File: config.mk
export PLATFORM = sky130hd
export DESIGN_NAME = spi_port_ctrl
export DESIGN_NICKNAME = d
export VERILOG_FILES = /design/src/rtl/spi_port_pkg.sv /design/src/rtl/spi_sync2.sv /design/src/rtl/spi_rate_gen.sv /design/src/rtl/spi_shift_engine.sv /design/src/rtl/spi_port_ctrl.sv
export SDC_FILE = /design/constraint.sdc
export NUM_CORES = 1
export LEC_CHECK = 0
export ABC_AREA = 0
export BUFFER_PORTS_ARGS = -buffer_cell sky130_fd_sc_hd__buf_2
export CORE_MARGIN = 3
export CORE_UTILIZATION = 34
export CTS_CLUSTER_DIAMETER = 100
export CTS_CLUSTER_SIZE = 30
export DETAILED_ROUTE_END_ITERATION = 16
export GPL_ROUTABILITY_DRIVEN = 1
export PLACE_DENSITY = 0.52
export SKIP_CTS_REPAIR_TIMING = 1
export SLEW_MARGIN = 15
export SYNTH_ARGS = -nofsm -noshare
export SYNTH_HDL_FRONTEND = slang
export SYNTH_SLANG_ARGS = --single-unit
File: constraint.sdc
create_clock -name clk -period 2.2 [get_ports clk]
set_input_delay 0.22 -clock clk [delete_from_list [all_inputs] [get_ports clk]]
set_output_delay 0.22 -clock clk [all_outputs]
set_load 0.02 [all_outputs]
File: src/rtl/spi_port_pkg.sv
package spi_port_pkg;
  localparam int CTL_W = 8;
  localparam logic [1:0] A_CTL  = 2'd0;
  localparam logic [1:0] A_STAT = 2'd1;
  localparam logic [1:0] A_DATA = 2'd2;

  typedef struct packed {
    logic       ie;
    logic       en;
    logic       mst;
    logic       cpol;
    logic       cpha;
    logic [1:0] rate;
  } ctl_t;

  // system clocks per serial clock half period
  function automatic int unsigned half_period(input logic [1:0] r);
    case (r)
      2'd0:    return 1;
      2'd1:    return 2;
      2'd2:    return 8;
      default: return 16;
    endcase
  endfunction
endpackage

File: src/rtl/spi_sync2.sv
module spi_sync2 #(
  parameter int W = 3
) (
  input  logic         clk,
  input  logic         rst,
  input  logic [W-1:0] d,
  input  logic [W-1:0] rst_val,
  output logic [W-1:0] q
);
  logic [W-1:0] s1;
  always_ff @(posedge clk) begin
    if (rst) begin
      s1 <= rst_val;
      q  <= rst_val;
    end else begin
      s1 <= d;
      q  <= s1;
    end
  end
endmodule

File: src/rtl/spi_rate_gen.sv
module spi_rate_gen
  import spi_port_pkg::*;
#(
  parameter int CW = 5
) (
  input  logic       clk,
  input  logic       rst,
  input  logic       run,
  input  logic [1:0] rate,
  output logic       tick
);
  logic [CW-1:0] cnt;
  logic [CW-1:0] lim;

  always_comb lim = CW'(half_period(rate) - 1);

  always_ff @(posedge clk) begin
    if (rst || !run) cnt <= '0;
    else if (cnt == lim) cnt <= '0;
    else cnt <= cnt + CW'(1);
  end

  assign tick = run && (cnt == lim);
endmodule

File: src/rtl/spi_shift_engine.sv
module spi_shift_engine #(
  parameter int DW = 8
) (
  input  logic          clk,
  input  logic          rst,
  input  logic          en,
  input  logic          mst,
  input  logic          cpha,
  input  logic          wr,
  input  logic [DW-1:0] wdata,
  input  logic          tick,
  input  logic          s_active,
  input  logic          s_lead,
  input  logic          s_trail,
  input  logic          s_ss_fall,
  input  logic          rx_m,
  input  logic          rx_s,
  output logic          busy,
  output logic          tog,
  output logic          tx_bit,
  output logic [DW-1:0] rbuf,
  output logic          done
);
  localparam int EW = $clog2(2 * DW);
  localparam int BW = $clog2(DW);

  logic [DW-1:0] sr;
  logic [EW-1:0] ecnt;
  logic [BW-1:0] bcnt;
  logic m_lead, m_trail, lead, trail, smp, chg, rx, m_last, s_last, accept;
  logic [DW-1:0] sr_shift;

  always_comb begin
    m_lead   = mst && busy && tick && !ecnt[0];
    m_trail  = mst && busy && tick && ecnt[0];
    lead     = m_lead  || (!mst && s_active && s_lead);
    trail    = m_trail || (!mst && s_active && s_trail);
    smp      = cpha ? trail : lead;
    chg      = cpha ? lead : trail;
    rx       = mst ? rx_m : rx_s;
    sr_shift = {sr[DW-2:0], rx};
    m_last   = m_trail && (ecnt == EW'(2 * DW - 1));
    s_last   = !mst && smp && (bcnt == BW'(DW - 1));
    done     = en && (m_last || s_last);
    accept   = wr && en && (mst ? !busy : (bcnt == '0));
  end

  always_ff @(posedge clk) begin
    if (rst) begin
      sr     <= '0;
      ecnt   <= '0;
      bcnt   <= '0;
      busy   <= 1'b0;
      tog    <= 1'b0;
      tx_bit <= 1'b0;
      rbuf   <= '0;
    end else if (!en) begin
      busy <= 1'b0;
      ecnt <= '0;
      bcnt <= '0;
      tog  <= 1'b0;
    end else begin
      if (accept) begin
        sr     <= wdata;
        tx_bit <= wdata[DW-1];
        if (mst) begin
          busy <= 1'b1;
          ecnt <= '0;
          tog  <= 1'b0;
        end
      end else begin
        if (smp) sr <= sr_shift;
        if (chg) tx_bit <= sr[DW-1];
        else if (s_ss_fall && !mst) tx_bit <= sr[DW-1];
      end
      if (mst && busy && tick) begin
        tog  <= ~tog;
        ecnt <= ecnt + EW'(1);
        if (m_last) busy <= 1'b0;
      end
      if (!mst) begin
        busy <= 1'b0;
        tog  <= 1'b0;
        if (!s_active) bcnt <= '0;
        else if (smp) bcnt <= (bcnt == BW'(DW - 1)) ? '0 : bcnt + BW'(1);
      end
      if (done) rbuf <= smp ? sr_shift : sr;
    end
  end
endmodule

File: src/rtl/spi_port_ctrl.sv
module spi_port_ctrl
  import spi_port_pkg::*;
#(
  parameter int DW = 8,
  parameter int CW = 5
) (
  input  logic          clk,
  input  logic          rst,
  input  logic          bus_sel,
  input  logic          bus_wr,
  input  logic          bus_rd,
  input  logic [1:0]    bus_addr,
  input  logic [DW-1:0] bus_wdata,
  output logic [DW-1:0] bus_rdata,
  output logic          irq,
  input  logic          sck_i,
  output logic          sck_o,
  output logic          sck_oe,
  input  logic          mosi_i,
  output logic          mosi_o,
  output logic          mosi_oe,
  input  logic          miso_i,
  output logic          miso_o,
  output logic          miso_oe,
  input  logic          ss_n_i
);
  ctl_t          ctl_q;
  logic          done_flag, clr_armed;
  logic          wr_ctl, rd_stat, wr_data, data_acc;
  logic [2:0]    sync_q;
  logic          ss_s, sck_s, mosi_s, sck_p, ss_p;
  logic          s_active, s_lead, s_trail, s_ss_fall;
  logic          tick, busy, tog, tx_bit, xfer_done;
  logic [DW-1:0] rbuf, rd_mux;
  logic [CTL_W-1:0] ctl_byte;

  assign wr_ctl   = bus_sel && bus_wr && (bus_addr == A_CTL);
  assign rd_stat  = bus_sel && bus_rd && (bus_addr == A_STAT);
  assign wr_data  = bus_sel && bus_wr && (bus_addr == A_DATA);
  assign data_acc = bus_sel && (bus_wr || bus_rd) && (bus_addr == A_DATA);

  always_ff @(posedge clk) begin
    if (rst) ctl_q <= '0;
    else if (wr_ctl)
      ctl_q <= '{ie: bus_wdata[7], en: bus_wdata[6], mst: bus_wdata[4],
                 cpol: bus_wdata[3], cpha: bus_wdata[2], rate: bus_wdata[1:0]};
  end

  spi_sync2 #(.W(3)) i_sync (
    .clk(clk), .rst(rst), .d({ss_n_i, sck_i, mosi_i}),
    .rst_val(3'b100), .q(sync_q)
  );
  assign {ss_s, sck_s, mosi_s} = sync_q;

  always_ff @(posedge clk) begin
    if (rst) begin
      sck_p <= 1'b0;
      ss_p  <= 1'b1;
    end else begin
      sck_p <= sck_s;
      ss_p  <= ss_s;
    end
  end

  assign s_active  = ctl_q.en && !ctl_q.mst && !ss_s;
  assign s_lead    = (sck_s != sck_p) && (sck_s != ctl_q.cpol);
  assign s_trail   = (sck_s != sck_p) && (sck_s == ctl_q.cpol);
  assign s_ss_fall = !ss_s && ss_p;

  spi_rate_gen #(.CW(CW)) i_rate (
    .clk(clk), .rst(rst), .run(ctl_q.en && ctl_q.mst && busy),
    .rate(ctl_q.rate), .tick(tick)
  );

  spi_shift_engine #(.DW(DW)) i_eng (
    .clk(clk), .rst(rst), .en(ctl_q.en), .mst(ctl_q.mst), .cpha(ctl_q.cpha),
    .wr(wr_data), .wdata(bus_wdata), .tick(tick), .s_active(s_active),
    .s_lead(s_lead), .s_trail(s_trail), .s_ss_fall(s_ss_fall),
    .rx_m(miso_i), .rx_s(mosi_s), .busy(busy), .tog(tog), .tx_bit(tx_bit),
    .rbuf(rbuf), .done(xfer_done)
  );

  // completion flag with two-step clear
  always_ff @(posedge clk) begin
    if (rst) begin
      done_flag <= 1'b0;
      clr_armed <= 1'b0;
      irq       <= 1'b0;
    end else begin
      if (xfer_done) done_flag <= 1'b1;
      else if (clr_armed && data_acc) done_flag <= 1'b0;
      if (rd_stat && done_flag) clr_armed <= 1'b1;
      else if (data_acc) clr_armed <= 1'b0;
      irq <= ctl_q.ie && done_flag;
    end
  end

  assign ctl_byte = {ctl_q.ie, ctl_q.en, 1'b0, ctl_q.mst,
                     ctl_q.cpol, ctl_q.cpha, ctl_q.rate};

  always_comb begin
    rd_mux = '0;
    case (bus_addr)
      A_CTL:   rd_mux[CTL_W-1:0] = ctl_byte;
      A_STAT:  rd_mux[7] = done_flag;
      A_DATA:  rd_mux = rbuf;
      default: rd_mux = '0;
    endcase
  end

  always_ff @(posedge clk) begin
    if (rst) bus_rdata <= '0;
    else if (bus_sel && bus_rd) bus_rdata <= rd_mux;
  end

  assign sck_o   = ctl_q.cpol ^ tog;
  assign sck_oe  = ctl_q.en && ctl_q.mst;
  assign mosi_o  = tx_bit;
  assign mosi_oe = ctl_q.en && ctl_q.mst;
  assign miso_o  = tx_bit;
  assign miso_oe = s_active;
endmodule

==> metrics.md, run 1 <==
| Metric | Value |
|---|---|
| Synth Flop Type | dfxtp_1 |
| Largest net degree at the start of global routing | 22 |
| Die Span Y | about 95 µm |
| Max stage delay cell, worst path | dfxtp_2 |
| Share of cells above drive strength 1 | a little over a quarter |
| DRT Pass-1 Iters | 4 |
| Reg2Reg Setup Slack | -0.18 ns |
| Post-synth top area cell | dfxtp_1 |
| FF/Latch Area | ~1100 µm² |
| Hold Vio Cnt, Final | 0 |
| Synthesized area per cell | between 9 and 10 µm² |
| Residual DRC | 0 |
| Hold Path Stages | 2 |
| Failing checks | setup timing |
| Synth Net Count | ~310 |
| Multi-input logic area | 1471 µm² |
| Synth Cell Area | 2683 µm² |
| Remaining antenna violation count | 0 |
| Top cells by instance count after synthesis | dfxtp_1 (57), nor2_1 (34), a22oi_1 (15), mux2i_1 (15), nand2_1 (12) |
| First-pass GRT wire length | around 11000 µm |
| # port buffers | 33 |
| Req. time, crit path | between 2 and 2.5 ns |
| Worst-path clk slew | roughly 0.07 ns |
| Area Growth Syn to Fin | 23.88% |
| Number of flops mapped to enable cells by yosys | 0 |
| Most common cell in the netlist | dfxtp_1 |
| Post-layout util | 44.62% |
| Clock Tree Buf Depth | 2 |
| Run status | complete, but fails checks |
| R2R depth | 9 |
| Setup TNS | -2.642 ns |
| Design Power | between 0.002 and 0.0025 W |
| Worst-Skew Late Latency | roughly 0.34 ns |
| Clk_skew | between 0.015 and 0.02 ns |
| Row count | 31 |
| Num CTS Buffers | 9 |
| Hpwl dp | 4811 µm |
| GRT Util Overall | approximately 16% |
| Fmax | around 0.42 GHz |
| Die area | approximately 9000 µm² |
| Sequential share of the synthesized area | 42.54% |
| GRT Residual Overflow | 0 |
| RSZ-0062 raised after global routing | yes |
| Fillcell total | 778 |
| Worst relative slew slack | approximately 63% |
| Clock sink count | 57 |
| HP Class | in2reg |
| CP delay by family, top | simple AND/OR/NAND/NOR gates |
| Routed WL per cell | between 15 and 20 µm |
| Maximum vdd ir drop | ~0.00032 V |
| Endpoint of the lowest-slack register-to-register path | i_eng.sr[1]$_SDFFE_PP0P_ |
| 1st-iter DRT viols | 66 |
| Nets@finish | 364 |
| Fraction of registers with async set/reset | 0% |
| CP Launch Type | register |
| Crit-path cells | or2_4 -> ha_4 -> xnor2_2 -> nor4_4 -> nand4_1 -> a32oi_2 -> buf_12 -> mux2i_2 -> o22ai_1 |
| Max Slew Vio Count | 0 |
| Setup WS post-layout | -0.1785 ns |
| Worst EP arrival | between 2 and 3 ns |
| Synth top area cells | dfxtp_1 (43%), mux2i_1 (5.6%), nor2_1 (4.8%), a22oi_1 (4.2%), ha_1 (2.8%) |
| Critical path type | reg2reg |
| TritonCTS clock tree | built |
| Total number of vias | ~2.2k |
| Die X | between 90 and 100 µm |
| Initial Util | between 30% and 40% |
| #FFs+latches synth | 57 |
| # setup viols final | 20 |
| Final period util | 108.1% |
| Critical hold path startpoint | ss_n_i |
| CP peak stage delay | 0.33 ns |
| # diodes | 0 |
| CP Max Fanout | 9 |
| H-Tree Depth | 3 |
| Worst slew pin tran | 0.5514 ns |
| Core Region | ~7400 µm² |
| Ys Warns | 0 |
| CP bufs+invs | 1 |
| Max cap viols | 0 |
| Synth cell types | 55 |
| Antenna violations before repair | 0 |
| Synth top area share | 42.54% |
| Critical Path Source | ctl_byte[1]$_SDFFE_PP0P_ |
| Number of global-route vias before repair | between 2k and 2.5k |
| Design area | 3323 µm² |
| Min-Delay Endpoint | i_sync.s1[2]$_SDFF_PP1_ |
| Worst R2R Start | ctl_byte[1]$_SDFFE_PP0P_ |
| Top Ports | 34 |
| Routed Wire Length | about 6700 µm |
| GP Congestion | just under 0.8 |
| Power per cell area | about 640 nW/µm² |
| Via-to-Cell Ratio | 5.036 |
| Placed Instance Area | about 3100 µm² |
| Final min period | roughly 2.4 ns |
| Worst Setup End Kind | register |
| Leak | approximately 1.3 nW |
| Cells after Synth | approximately 290 |
| Root Driver | clkbuf_8 |
-- worst reg2reg max path: cells and delay by family, from the launching register on --
kind | cells | cell delay (ns)
AO/OA/AOI/OAI | 2 | 0.41
XOR/XNOR | 1 | 0.15
adder cells (fa/ha/maj) | 1 | 0.24
buffers and inverters | 1 | 0.18
flip-flops | 1 | 0.33
multiplexers | 1 | 0.24
AND/OR/NAND/NOR | 3 | 0.67
-- cell families (layout without fill, tap and decap cells) --
kind of cell	Yosys count	after routing	share of synthesized area (%)
AND/OR/NAND/NOR	102	102	20.57
AO/OA/AOI/OAI	70	70	18.75
flip-flops	57	57	42.54
buffers and inverters	26	81	4.664
multiplexers	21	21	8.115
XOR/XNOR	7	7	2.566
adder cells (fa/ha/maj)	6	6	2.798
-- registers in the layout (all words and copies together), names as in the netlist --
name          flops
bus_rdata         8
i_eng.tx_bit      1
ctl_byte          7
i_eng.ecnt        4
i_eng.bcnt        3
i_eng.busy        1
i_eng.sr          8
irq               1
i_eng.tog         1
sck_p             1
i_rate.cnt        5
ss_p              1
i_sync.q          3
i_eng.rbuf        8
clr_armed         1
done_flag         1
i_sync.s1         3
-- area by class of cell --
cell class / count / area share (%)
Timing Repair Buffer: 57 / 10.77
Clock buffer: 11 / 4.255
Tap cell: 99 / 3.727
Multi-Input combinational cell: 206 / 44.28
Sequential cell: 57 / 34.41
Inverter: 8 / 0.9036
Clock inverter: 5 / 1.657
-- per-stage QoR --
step	instances	hold slack [ns]	setup slack, ns
3_5_place_dp	426	0.3907	-0.1553
5_1_grt	443	0.05251	-0.3134
6_report	443	0.05446	-0.1785
2_1_floorplan	289	0.3171	-0.06709
4_1_cts	442	0.03847	-0.1909
3_3_place_gp	426	0.3936	-0.1117
-- how the worst max path moves through the flow --
stage,endpoint,slack [ns],depth (start not counted)
after floorplan,i_eng.sr[6]$_SDFFE_PP0P_,-0.07,9
after global placement,i_eng.sr[4]$_SDFFE_PP0P_,-0.11,9
after detailed placement,i_eng.sr[1]$_SDFFE_PP0P_,-0.16,9
after CTS,i_eng.sr[1]$_SDFFE_PP0P_,-0.19,9
after global routing,i_eng.sr[1]$_SDFFE_PP0P_,-0.31,9
final,i_eng.sr[1]$_SDFFE_PP0P_,-0.18,9
-- metal layers --
metal	GRT usage (%)	share of wire (%)	wire length [µm]	up-vias
met5	0	0	0	-
met4	6.851	1.3	85	0
met3	3.984	3.4	226	7
met2	25.43	48	3190	30
met1	20.34	47	3152	1056
li1	-	-	-	1138
-- where the power goes --
group | internal, W | switching [W] | total (W)
Clock | 0.000550 | 0.000425 | 0.000974
Combinational | 0.0000502 | 0.0000639 | 0.000114
Sequential | 0.00104 | 0.00000987 | 0.00105
Total | 0.00164 | 0.000499 | 0.00214
-- cells in the final DEF, fill, tap and decap left out, drive strengths merged, types with 4 or more instances in the layout --
cell / Yosys / layout
dfxtp: 57 / 57
buf: 7 / 57
nand3: 7 / 7
a21oi: 11 / 11
nor3b: 5 / 5
nand2: 12 / 12
nand2b: 5 / 5
mux2: 6 / 6
o21ai: 12 / 12
nand4: 5 / 5
ha: 6 / 6
nor2b: 11 / 11
clkbuf: 11 / 11
mux2i: 15 / 15
xor2: 4 / 4
a22oi: 15 / 15
o22ai: 7 / 7
nor2: 34 / 34
o2bb2ai: 7 / 7
and2: 7 / 7
inv: 8 / 8
or2: 4 / 4
(Power assumes the default switching activity.)
==> run 2: changes to the inputs <==
CORE_UTILIZATION = 30   (was 34)
PLACE_DENSITY = 0.48   (was 0.52)
RECOVER_POWER = 100   (was default)
==> run 2 against run 1 <==
  * The run still ends with setup timing left
  * Cell count is 1.1% higher
  * Largest power group unchanged
  * Setup slack improved by 0.0074 ns
  * Clock skew shrank 0.0065 ns
  * Non-clock buffer count down 1
  * First-iteration DRC count is 71% higher
  * Sequential power about the same
  * Highest routed layer unchanged
  * Utilization decreased by 5.9 points
==> metrics.md, run 2 (synthesis gave the netlist of run 1 again) <==
| Metric | Value |
|---|---|
| Regs by FF count | bus_rdata (8), i_eng.rbuf (8), i_eng.sr (8) |
| Design area | 3281 µm² |
| Worst-path clk slew | ~0.060 ns |
| Root Driver | clkbuf_8 |
| Post-layout util | 38.76% |
| H-Tree Depth | 3 |
| Fmax | 0.4217 GHz |
| # setup viols final | 20 |
| R2R depth | 9 |
| Placed Instance Area | ~3100 µm² |
| Worst R2R Start | ctl_byte[1]$_SDFFE_PP0P_ |
| Worst relative slew slack | a little over three fifths |
| GP Congestion | a little under 0.8 |
| Share of cells above drive strength 1 | a little over a fifth |
| Row count | 33 |
| Die X | roughly 100 µm |
| GRT Util Overall | 14.50% |
| HP Class | in2reg |
| Placed Instances | 430 |
| Min-Delay Endpoint | i_sync.s1[2]$_SDFF_PP1_ |
| Initial Util | a little under a third |
| Power per cell area | between 600 and 700 nW/µm² |
| Commonest non-fill, non-tap cell in the layout | dfxtp_1 |
| Global routing usage on met2 | 22.43% |
| Leak | between 1 and 1.5 nW |
| Clock Tree Buf Depth | 2 |
| Clk_skew | ~0.0086 ns |
| Maximum vdd ir drop | a little under 0.0004 V |
| First-pass GRT wire length | 11310 µm |
| Die area | 10110 µm² |
| Worst slew pin tran | roughly 0.56 ns |
| Worst-Skew Late Latency | roughly 0.34 ns |
| Fin cells | 448 |
| Reg2Reg Setup Slack | -0.17 ns |
| Design Power | 0.002135 W |
| Endpoint of the lowest-slack register-to-register path | i_eng.sr[5]$_SDFFE_PP0P_ |
| Run status | complete, but fails checks |
| Nets@finish | 363 |
| Core Region | between 8000 and 9000 µm² |
| Final period util | 107.8% |
| Hpwl dp | around 4900 µm |
| Area Growth Syn to Fin | 22.29% |
| Max Slew Vio Count | 0 |
| Antenna violations before repair | 0 |
| TritonCTS clock tree | built |
| Critical path type | reg2reg |
| Setup WS post-layout | -0.1711 ns |
| Final min period | 2.371 ns |
| Worst Setup End Kind | register |
| Failing checks | setup timing |
| Met3 GRT Util | under 10% |
| Grt peak-use layer | met2 |
| RSZ-0062 raised after global routing | yes |
| GRT Residual Overflow | 0 |
| Remaining antenna violation count | 0 |
| # port buffers | 33 |
| Hold Path Stages | 2 |
| Residual DRC | 0 |
| # diodes | 0 |
| Max cap viols | 0 |
| Hold Vio Cnt, Final | 0 |
| Num CTS Buffers | 9 |
| Largest net degree at the start of global routing | 23 |
| Most frequent cells in the layout | dfxtp_1 (55), nor2_1 (34), buf_2 (21) |
| Top Ports | 34 |
| 1st-iter DRT viols | about 110 |
| Total number of vias | roughly 2.2k |
| CP Max Fanout | 10 |
| Worst EP arrival | between 2 and 3 ns |
| Critical hold path startpoint | ss_n_i |
| Routed Wire Length | between 6000 and 7000 µm |
| DRT Pass-1 Iters | 4 |
| Via-to-Cell Ratio | around 5.0 |
| CP Launch Type | register |
| Clock sink count | 57 |
| Routed WL per cell | 15.15 µm |
| Number of global-route vias before repair | around 2.2k |
| M1 GR Usage | 19.11% |
| Req. time, crit path | around 2.4 ns |
| Die Span Y | 100.6 µm |
[run 2: cell count changes in the layout (fill, tap and decap cells not counted)]
cell,previous run,this run
buf_4,23,20
o21ai_2,2,1
clkbuf_1,1,17
nand3_2,1,0
clkinvlp_4,2,0
o21ai_1,4,5
mux2i_2,4,3
buf_2,33,21
nand3_1,6,7
mux2i_1,11,12
[run 2: layer usage]
metal	up-vias	part of all wire, %
li1	1140	-
met1	1050	49
met2	28	46
met3	14	2.8
met4	0	2.1
met5	-	0
[run 2: power breakdown]
group	total (W)	internal [W]	leakage (nW)	switching, W
Sequential	0.00105	0.00104	0.462	0.00000992
Combinational	0.000113	0.0000486	0.646	0.0000640
Clock	0.000969	0.000552	0.0974	0.000418
Total	0.00214	0.00164	1.21	0.000492
[run 2: layout make-up]
class                      count  area [µm²]
fill                         849        5184
multi-input combinational    206        1459
inverter                       8       30.03
clock buffer                  13       148.9
tap                          105       131.4
timing repair buffer          56       327.8
sequential                    57        1144
clock inverter                 3       40.04
[run 2: worst max-delay path by stage]
| stage | startpoint | to | cells after the start |
|---|---|---|---|
| floorplan | ctl_byte[0]$_SDFFE_PP0P_ | i_eng.sr[6]$_SDFFE_PP0P_ | 9 |
| global placement | ctl_byte[1]$_SDFFE_PP0P_ | i_eng.sr[6]$_SDFFE_PP0P_ | 9 |
| detailed placement | ctl_byte[1]$_SDFFE_PP0P_ | i_eng.sr[4]$_SDFFE_PP0P_ | 9 |
| CTS | ctl_byte[1]$_SDFFE_PP0P_ | i_eng.sr[4]$_SDFFE_PP0P_ | 9 |
| global route | ctl_byte[1]$_SDFFE_PP0P_ | i_eng.sr[3]$_SDFFE_PP0P_ | 9 |
| finish | ctl_byte[1]$_SDFFE_PP0P_ | i_eng.sr[5]$_SDFFE_PP0P_ | 9 |
[run 2: stage by stage]
stage	setup TNS [ns]	hold WS [ns]	worst slack (ns)
2_1_floorplan	-0.7667	0.3171	-0.06709
3_3_place_gp	-1.652	0.3936	-0.1148
3_5_place_dp	-2.444	0.3964	-0.1753
4_1_cts	-2.863	0.05085	-0.1973
5_1_grt	-5.136	0.07072	-0.3105
6_report	-2.512	0.06073	-0.1711
[run 2: critical path, cell delays in order, from the launching register on]
cell and delay, ns:
dfxtp_2 0.34, or2_4 0.26, ha_4 0.24, xnor2_2 0.15, nor4_4 0.25, nand4_1 0.17, a32oi_2 0.32, buf_12 0.18
mux2i_1 0.24, o22ai_1 0.09
